## config.mk

```make
export PLATFORM = sky130hd
export DESIGN_NAME = interval_counter
export DESIGN_NICKNAME = d
export VERILOG_FILES = /design/src/rtl/ict_pkg.sv /design/src/rtl/ict_ctrl.sv /design/src/rtl/ict_core.sv /design/src/rtl/ict_shape.sv /design/src/rtl/interval_counter.sv
export SDC_FILE = /design/constraint.sdc
export NUM_CORES = 1
export LEC_CHECK = 0
export BUFFER_PORTS_ARGS = -buffer_cell sky130_fd_sc_hd__buf_2
export CAP_MARGIN = 20
export CORE_MARGIN = 5
export CORE_UTILIZATION = 44
export DETAILED_ROUTE_END_ITERATION = 8
export GPL_TIMING_DRIVEN = 0
export PLACE_DENSITY = 0.63
export RECOVER_POWER = 50
export SLEW_MARGIN = 25
export SYNTH_ARGS = -nofsm -noshare
export SYNTH_HDL_FRONTEND = slang
export SYNTH_SLANG_ARGS = --single-unit
```

## constraint.sdc

```tcl
create_clock -name clk -period 6 [get_ports clk]
set_clock_uncertainty 0.05 [all_clocks]
set_input_delay 0.3 -clock clk [delete_from_list [all_inputs] [get_ports clk]]
set_output_delay 0.3 -clock clk [all_outputs]
set_load 0.02 [all_outputs]
```

## src/rtl/ict_pkg.sv

```systemverilog
package ict_pkg;

    typedef enum logic [2:0] {
        MODE_TERM     = 3'd0,
        MODE_ONESHOT  = 3'd1,
        MODE_RATE     = 3'd2,
        MODE_SQUARE   = 3'd3,
        MODE_SWSTROBE = 3'd4,
        MODE_HWSTROBE = 3'd5
    } mode_e;

    typedef enum logic [1:0] {
        PH_BEFORE = 2'd0,
        PH_AT     = 2'd1,
        PH_AFTER  = 2'd2
    } phase_e;

    // Codes 6 and 7 fold onto the rate and square modes.
    function automatic mode_e fold_mode(logic [2:0] v);
        return (v > 3'd5) ? mode_e'(v - 3'd4) : mode_e'(v);
    endfunction

    function automatic logic is_retrig(mode_e m);
        return (m == MODE_ONESHOT) || (m == MODE_RATE) ||
               (m == MODE_SQUARE)  || (m == MODE_HWSTROBE);
    endfunction

    function automatic logic is_gated(mode_e m);
        return (m == MODE_TERM) || (m == MODE_SWSTROBE);
    endfunction

    function automatic logic is_periodic(mode_e m);
        return (m == MODE_RATE) || (m == MODE_SQUARE);
    endfunction

endpackage

```

## src/rtl/ict_ctrl.sv

```systemverilog
module ict_ctrl
    import ict_pkg::*;
#(
    parameter int CNT_W = 16
) (
    input  logic             clk,
    input  logic             rst,
    input  logic             tick,
    input  logic             gate,
    input  logic             mode_we,
    input  logic [2:0]       mode_sel,
    input  logic             count_we,
    input  logic [CNT_W-1:0] count_val,
    output logic             cfg_valid,
    output mode_e            mode,
    output logic [CNT_W:0]   reload,
    output logic             restart,
    output logic             advance
);
    localparam int NW = CNT_W + 1;
    localparam logic [NW-1:0] FULL = {1'b1, {CNT_W{1'b0}}};

    logic gate_q;
    logic gate_rise;

    always_comb begin
        gate_rise = gate & ~gate_q;
        restart   = count_we | mode_we | (gate_rise & cfg_valid & is_retrig(mode));
        advance   = tick & cfg_valid & ~restart & (gate | ~is_gated(mode));
    end

    always_ff @(posedge clk) begin
        if (rst) begin
            gate_q    <= 1'b0;
            cfg_valid <= 1'b0;
            mode      <= MODE_TERM;
            reload    <= FULL;
        end else begin
            gate_q <= gate;
            if (mode_we) begin
                cfg_valid <= 1'b1;
                mode      <= fold_mode(mode_sel);
            end
            if (count_we) begin
                reload <= (count_val == '0) ? FULL : {1'b0, count_val};
            end
        end
    end

endmodule

```

## src/rtl/ict_core.sv

```systemverilog
module ict_core
    import ict_pkg::*;
#(
    parameter int CNT_W = 16
) (
    input  logic           clk,
    input  logic           rst,
    input  logic           restart,
    input  logic           advance,
    input  mode_e          mode,
    input  logic [CNT_W:0] reload,
    output logic [CNT_W:0] pos,
    output phase_e         phase,
    output logic           started
);
    localparam int NW = CNT_W + 1;
    localparam logic [NW:0] ONE_W = 1;

    logic [NW:0] pos_inc;
    logic        hit;

    always_comb begin
        pos_inc = {1'b0, pos} + ONE_W;
        hit     = (pos_inc == {1'b0, reload});
    end

    always_ff @(posedge clk) begin
        if (rst || restart) begin
            pos     <= '0;
            phase   <= PH_BEFORE;
            started <= 1'b0;
        end else if (advance) begin
            if (is_periodic(mode)) begin
                // Position wraps within the period.
                pos     <= hit ? '0 : pos_inc[NW-1:0];
                started <= 1'b1;
            end else begin
                // Free-running elapsed count plus terminal phase.
                pos <= pos_inc[NW-1:0];
                unique case (phase)
                    PH_BEFORE: if (hit) phase <= PH_AT;
                    PH_AT:     phase <= PH_AFTER;
                    default:   phase <= PH_AFTER;
                endcase
            end
        end
    end

endmodule

```

## src/rtl/ict_shape.sv

```systemverilog
module ict_shape
    import ict_pkg::*;
#(
    parameter int CNT_W = 16
) (
    input  logic             cfg_valid,
    input  mode_e            mode,
    input  logic [CNT_W:0]   reload,
    input  logic [CNT_W:0]   pos,
    input  phase_e           phase,
    input  logic             started,
    output logic [CNT_W-1:0] count_now,
    output logic             out
);
    localparam int NW = CNT_W + 1;
    localparam logic [NW:0] ONE_W = 1;

    logic [NW:0]      half;
    logic [NW:0]      dbl;
    logic             dbl_ge;
    logic [CNT_W-1:0] fold_lo;
    logic [CNT_W-1:0] lin_cnt;
    logic [CNT_W-1:0] sq_cnt;

    always_comb begin
        half    = ({1'b0, reload} + ONE_W) >> 1;
        dbl     = {pos, 1'b0};
        dbl_ge  = (dbl >= {1'b0, reload});
        fold_lo = dbl_ge ? (dbl[CNT_W-1:0] - reload[CNT_W-1:0]) : dbl[CNT_W-1:0];
        lin_cnt = reload[CNT_W-1:0] - pos[CNT_W-1:0];
        sq_cnt  = reload[CNT_W-1:0] - fold_lo;

        count_now = (mode == MODE_SQUARE) ? sq_cnt : lin_cnt;

        if (!cfg_valid) begin
            out = 1'b0;
        end else begin
            unique case (mode)
                MODE_TERM:     out = (phase != PH_BEFORE);
                MODE_ONESHOT:  out = (phase == PH_BEFORE);
                MODE_RATE:     out = started && (pos == '0);
                MODE_SQUARE:   out = ({1'b0, pos} < half);
                default:       out = (phase == PH_AT);
            endcase
        end
    end

endmodule

```

## src/rtl/interval_counter.sv

```systemverilog
module interval_counter
    import ict_pkg::*;
#(
    parameter int CNT_W = 16
) (
    input  logic             clk,
    input  logic             rst,
    input  logic             tick,
    input  logic             gate,
    input  logic             mode_we,
    input  logic [2:0]       mode_sel,
    input  logic             count_we,
    input  logic [CNT_W-1:0] count_val,
    output logic [CNT_W-1:0] count_now,
    output logic             out
);
    logic           cfg_valid;
    mode_e          mode;
    logic [CNT_W:0] reload;
    logic           restart;
    logic           advance;
    logic [CNT_W:0] pos;
    phase_e         phase;
    logic           started;

    ict_ctrl #(.CNT_W(CNT_W)) u_ctrl (
        .clk       (clk),
        .rst       (rst),
        .tick      (tick),
        .gate      (gate),
        .mode_we   (mode_we),
        .mode_sel  (mode_sel),
        .count_we  (count_we),
        .count_val (count_val),
        .cfg_valid (cfg_valid),
        .mode      (mode),
        .reload    (reload),
        .restart   (restart),
        .advance   (advance)
    );

    ict_core #(.CNT_W(CNT_W)) u_core (
        .clk     (clk),
        .rst     (rst),
        .restart (restart),
        .advance (advance),
        .mode    (mode),
        .reload  (reload),
        .pos     (pos),
        .phase   (phase),
        .started (started)
    );

    ict_shape #(.CNT_W(CNT_W)) u_shape (
        .cfg_valid (cfg_valid),
        .mode      (mode),
        .reload    (reload),
        .pos       (pos),
        .phase     (phase),
        .started   (started),
        .count_now (count_now),
        .out       (out)
    );

endmodule

```

# After elaboration in Yosys (flattened, before gate mapping)
# Index checks and enable logic that the tools add are counted.
[word_totals]
register_bits = 42
in_bits = 25
output_inout_bits = 17
wordCells = 61
[classes]
addsub = 6
n_lt_le_gt_ge = 3
eq_ne = 8
mux = 10
bitwise = 13
reduce_logical = 14
[ops]
columns = ["operator", "count"]
rows = [
  ["$mux 17", 3],
  ["$sub 16x16->16", 3],
  ["$add 17x1->18 const B", 2],
  ["$mux 16", 2],
  ["$eq 18x17->1", 1],
  ["$ge 18x17->1", 1],
  ["$logic_not 17->1", 1],
  ["$lt 17x17->1", 1],
  ["$logic_not 16->1", 1],
  ["$and 1x1->1", 6],
  ["$eq 3x2->1 const B", 2],
  ["$eq 3x3->1 const B", 2],
  ["$logic_or 1x1->1", 6],
  ["$mux 2", 2],
  ["$not 1->1", 4],
  ["$pmux 1 s4", 1],
  ["$eq 3x1->1 const B", 1],
  ["$gt 3x3->1 const B", 1],
  ["$logic_not 3->1", 1],
  ["$mux 3", 1],
  ["$or 1x1->1", 3],
  ["$reduce_and 3->1", 1],
  ["$sub 3x3->3 const B", 1],
  ["$eq 2x1->1 const B", 1],
  ["6 further kinds", 6],
]

# Longest topological paths before layout
[logic_depth]
ltp_word = 10
depth_mapped = 23
depth_no_buf = 21

# Modules after synthesis
# Synthesis repeated with hierarchy kept, for this count alone.
[unflattened]
cells_unflattened = 623
area_unflattened_um2 = 4897.2
[by_module_without_submodules]
columns = ["module", "n_inst", "cells_each", "area_per_inst_um2", "seq_area_each_um2"]
rows = [
  ["ict_shape", 1, 337, 2434.8, 0.0],
  ["ict_core", 1, 202, 1579.0, 400.4],
  ["ict_ctrl", 1, 84, 883.3, 440.4],
]

# Least setup slack after synthesis
# OpenSTA, ideal clock, no wires.
[synth_timing]
path_kind = "reg-to-output"
startpoint = "register u_ctrl.reload[2]"
endpoint = "output port count_now[14]"
t_arrival_ps = 4747
required_ps = 5650
path_slack_ps = 903
stages_incl_launch_ff = 24
path_buffers = 2
cell_sequence = "dfxtp_1 -> clkbuf_1 -> inv_1 -> ha_1 -> a211oi_1 -> or4_4 -> a31oi_4 -> nor4_1 -> o21ai_4 -> inv_2 -> buf_2 -> o31ai_1 -> ha_1 -> inv_1 -> fa_1 -> a21o_1 -> a21oi_1 -> o21bai_1 -> a211o_1 -> nand3_1 -> a31oi_1 -> a21o_1 -> a21oi_1 -> xnor2_1"
[synth_between]
elab_chain_cells = 4
word_cells_on_any_way = 6
classes_between = "add/sub: 3; order compare: 1; mux: 2"
[synth_rtl]
columns = ["element", "line", "text"]
rows = [
  ["start, declared", "ict_ctrl.sv:16", "output logic [CNT_W:0] reload,"],
  ["start signal, assigned", "ict_ctrl.sv:45", "reload <= (count_val == '0) ? FULL : {1'b0, count_val};"],
  ["$sub 16x16->16 or $ge 18x17->1 (tied branches)", "ict_shape.sv:29, ict_shape.sv:28", ""],
  ["$mux 16", "ict_shape.sv:29", "fold_lo = dbl_ge ? (dbl[CNT_W-1:0] - reload[CNT_W-1:0]) : dbl[CNT_W-1:0];"],
  ["$sub 16x16->16", "ict_shape.sv:31", "sq_cnt = reload[CNT_W-1:0] - fold_lo;"],
  ["$mux 16 (*)", "ict_shape.sv:33", "count_now = (mode == MODE_SQUARE) ? sq_cnt : lin_cnt;"],
  ["end, declared", "interval_counter.sv:14", "output logic [CNT_W-1:0] count_now,"],
]
# Mark *: on every way between the ends. The rest lies on a longest branch, timed or not.

# Worst setup path in the final report
[layout_timing]
startpoint = "register u_ctrl.reload[10]"
endpoint = "output port count_now[14]"
# The elaborated chain is that of the path after synthesis.

==> metrics.md <==
| Metric | Value |
|---|---|
| Final slew viol count | 0 |
| Vias per std cell | 5.633 |
| Yosys warns | 0 |
| Critical Path RT | 5.65 ns |
| Post-layout util | 50.58% |
| Core area | 10370 um2 |
| Critical path cell sequence | inv_1, ha_1, buf_2, nand4_2, or4_4, a31oi_4, nor4_2, o21ai_4, inv_2, buf_2, o31ai_2, ha_2, inv_1, fa_1, a21o_1, a21oi_2, o21bai_1, a211o_1, nand3_1, a31oi_1, a21o_1, a21oi_1, xnor2_1, buf_2 |
| Layout net count | 748 |
| Largest delay share family, worst path | compound AO/OA/AOI/OAI gates |
| Fillers | 1036 |
| Number of hold violations in the final report | 0 |
| Root Buffer | clkbuf_8 |
| Worst slew margin | 53.90% |
| Syn Nets | 700 |
| CTS tree | yes |
| Highest Clock Rate | 174.3 MHz |
| Die Span Y | 113.3 um |
| Cell Pwr Density | 151.1 nW/um2 |
| Initial antenna violation count | 0 |
| CP endpoint kind | output port |
| Initial DRC Count | 244 |
| Synth-to-Final Area Change | 11.61% |
| Number of global-route vias before repair | 4588 |
| Multi-input gate area | 3652 um2 |
| Antenna diode count | 0 |
| Arr. time, crit path | 5.39 ns |
| Post-synth EDFFs | 0 |
| Slew @ Worst Pin | 0.6916 ns |
| Row cnt | 37 |
| Per-cell routed wire length | 16.54 um |
| Max-cap violations | 0 |
| Area of the die | 12850 um2 |
| Slowest stage delay, CP | 0.59 ns |
| Tcrit/Tclk final | 95.61% |
| Routed Antenna Nets | 0 |
| I/O Pins | 42 |
| Reg clk slew, reported paths | 0.08 ns |
| Post-DP HPWL | 10950 um |
| Crit-path max FO | 10 |
| Status | completed |
| Sequential area share after synthesis | 17.89% |
| Gr usage total | 20.68% |
| First-pass iteration count of the detailed router | 4 |
| H-tree levels | 2 |
| Post-Syn Instances | 622 |
| Clock latency on the worst-skew pair | 0.29 ns |
| Startpoint types | register |
| Synth cell types | 64 |
| First-pass GRT wire length | 21780 um |
| Largest net degree at the start of global routing | 14 |
| Initial core utilization | 45.32% |
| Hold Startpoint | mode_sel[0] |
| Avg Cell Area, Syn | 7.555 um2 |
| Final Critical Period | 5.737 ns |
| Async S/R FF share, synth | 0% |
| Synth Flop Type | dfxtp_1 |
| I/O Buffers | 40 |
| Crit. Startpoint | u_ctrl.reload[10]$_SDFFE_PP0P_ |
| Drt drc | 0 |
| WS Path Type | reg2out |
| Total Wirelength | 13350 um |
| Peak supply drop | 0.0001911 V |
| Grt ovf | 0 |
| RR Startpoint | u_core.pos[1]$_SDFFE_PP0P_ |
| Cts bufs inserted | 5 |
| FF/Latch Area | 858.3 um2 |
| Layout Cells excl Fill | 807 |
| Hold_buf cts | 0 |
| Worst hold path type | in2reg |
| Buf/Inv on CP | 6 |
| Final setup viols | 0 |
| Inst Count DP | 798 |
| Clk sinks | 42 |
| GPL Wtd Cong | 0.9212 |
| Yosys reg bits | 42 |
| Most frequent CP cell | buf_2 |
| Mapped Area | 4700 um2 |
| Die width | 113.3 um |
| Pleak | 2.026 nW |
| CTS max path bufs | 2 |
| Total number of vias | 4546 |
| CP max-delay cell | or4_4 |
| Share of cells above drive strength 1 | 14.16% |
## logic make-up (layout without fill, tap and decap cells)
family                     Yosys count  count (layout)  share of synthesized area [%]
and+or+nand+nor                    228             228                          24.07
AOI/OAI and AO/OA                  142             142                          19.54
xor gates and xnor gates            78              78                          14.54
buffers and inverters               59             108                          5.245
adders and majority gates           53              53                          14.43
DFF                                 42              42                          17.89
muxes                               20              20                          4.286
## flip-flops by register name (all words and copies together) (netlist names)
register / count
u_core.started: 1
u_core.phase: 2
u_ctrl.mode: 3
u_ctrl.cfg_valid: 1
u_core.pos: 17
u_ctrl.gate_q: 1
u_ctrl.reload: 17
## metal layers
metal,part of all wire [%],track usage (%)
met5,0,0
met4,2.1,6.410
met3,5.2,2.032
met2,45,34.40
met1,48,28.21
## path summary, 6_finish.rpt
path	endpoint	slack, ns	cells past startpoint
setup / recovery	count_now[14]	0.26	24
hold reg to reg	u_core.started$_SDFFE_PP0P_	0.45	2
setup reg to reg	u_core.pos[8]$_SDFFE_PP0P_	2.62	10
hold / removal	u_ctrl.mode[0]$_SDFFE_PP0P_	0.19	3
## stage by stage
stage	power, mW	cell area [um2]	worst slack, ns	TNS, ns	hold slack (ns)
floorplan	0.4954	4700	0.9027	0	0.3216
global placement	0.5595	5070	0.1144	0	0.3931
detailed placement	0.5651	5070	-0.004414	-0.004414	0.4151
CTS	0.7896	5197	0.00007816	0	0.1816
global route	0.8348	5245	-0.006727	-0.006727	0.2029
finish	0.7927	5245	0.2632	0	0.1920
## placed cells by master (no fill, tap or decap), types with 5 or more instances in the layout
cell and count:
xor2_1 24, xnor2_1 54, nor2_1 62, nand2_1 63, or3_1 5, a21o_1 10, o21ai_0 17, o21bai_1 5
and3_1 6, o21a_1 6, a21oi_1 63, nor3_1 15, buf_2 47, clkbuf_8 5, mux2i_1 19, nand4_1 9
nand2b_1 6, nor4_1 12, clkbuf_1 20, nand3_1 19, dfxtp_1 32, ha_1 47, nor2b_1 9, inv_1 26
dfxtp_2 8
## final cells by class
class / count / share of cell area, %
flip-flops and latches: 42 / 16.36
inverters: 28 / 2.004
clock inverters: 2 / 0.7156
multi-input cells: 521 / 69.63
repair buffers: 41 / 3.888
clock buffers: 6 / 1.384
plain buffers: 31 / 2.767
well taps: 136 / 3.244
## synth_stat cells (9+ instances only)
master    count  area, um2
xnor2_1      54      473.0
a21oi_1      64      320.3
clkbuf_1     16      60.06
xor2_1       24      210.2
buf_2        10      50.05
dfxtp_1      42      840.8
ha_1         51      638.1
nand3_1      19      95.09
inv_1        26      97.59
mux2i_1      19      190.2
nand4_1       9      56.30
nor2b_1       9      56.30
a21o_1       10      75.07
o21ai_0      17      85.08
nor2_1       62      232.7
nor3_1       15      75.07
nor4_1       13      81.33
nand2_1      63      236.5
## worst reg2reg max path: cells and delay by family (launching register included)
| kind | cells | cell delay (ns) |
|---|---|---|
| AO/OA/AOI/OAI | 3 | 0.84 |
| XOR/XNOR | 1 | 0.20 |
| adder cells (fa/ha/maj) | 1 | 0.34 |
| buffers and inverters | 1 | 0.31 |
| flip-flops | 1 | 0.58 |
| AND/OR/NAND/NOR | 4 | 0.94 |
## report_power, final
part	internal [mW]	total (mW)	switching, mW
clock network	0.124	0.229	0.104
logic	0.110	0.257	0.146
registers	0.288	0.307	0.0194
## repair_timing
action	4_1_cts	5_1_grt
setup buffers	1	0
resized for setup	6	18
pin swaps	1	1
endpoints found under the setup margin	1	3
Note: power is estimated with default switching activity, not from simulation.
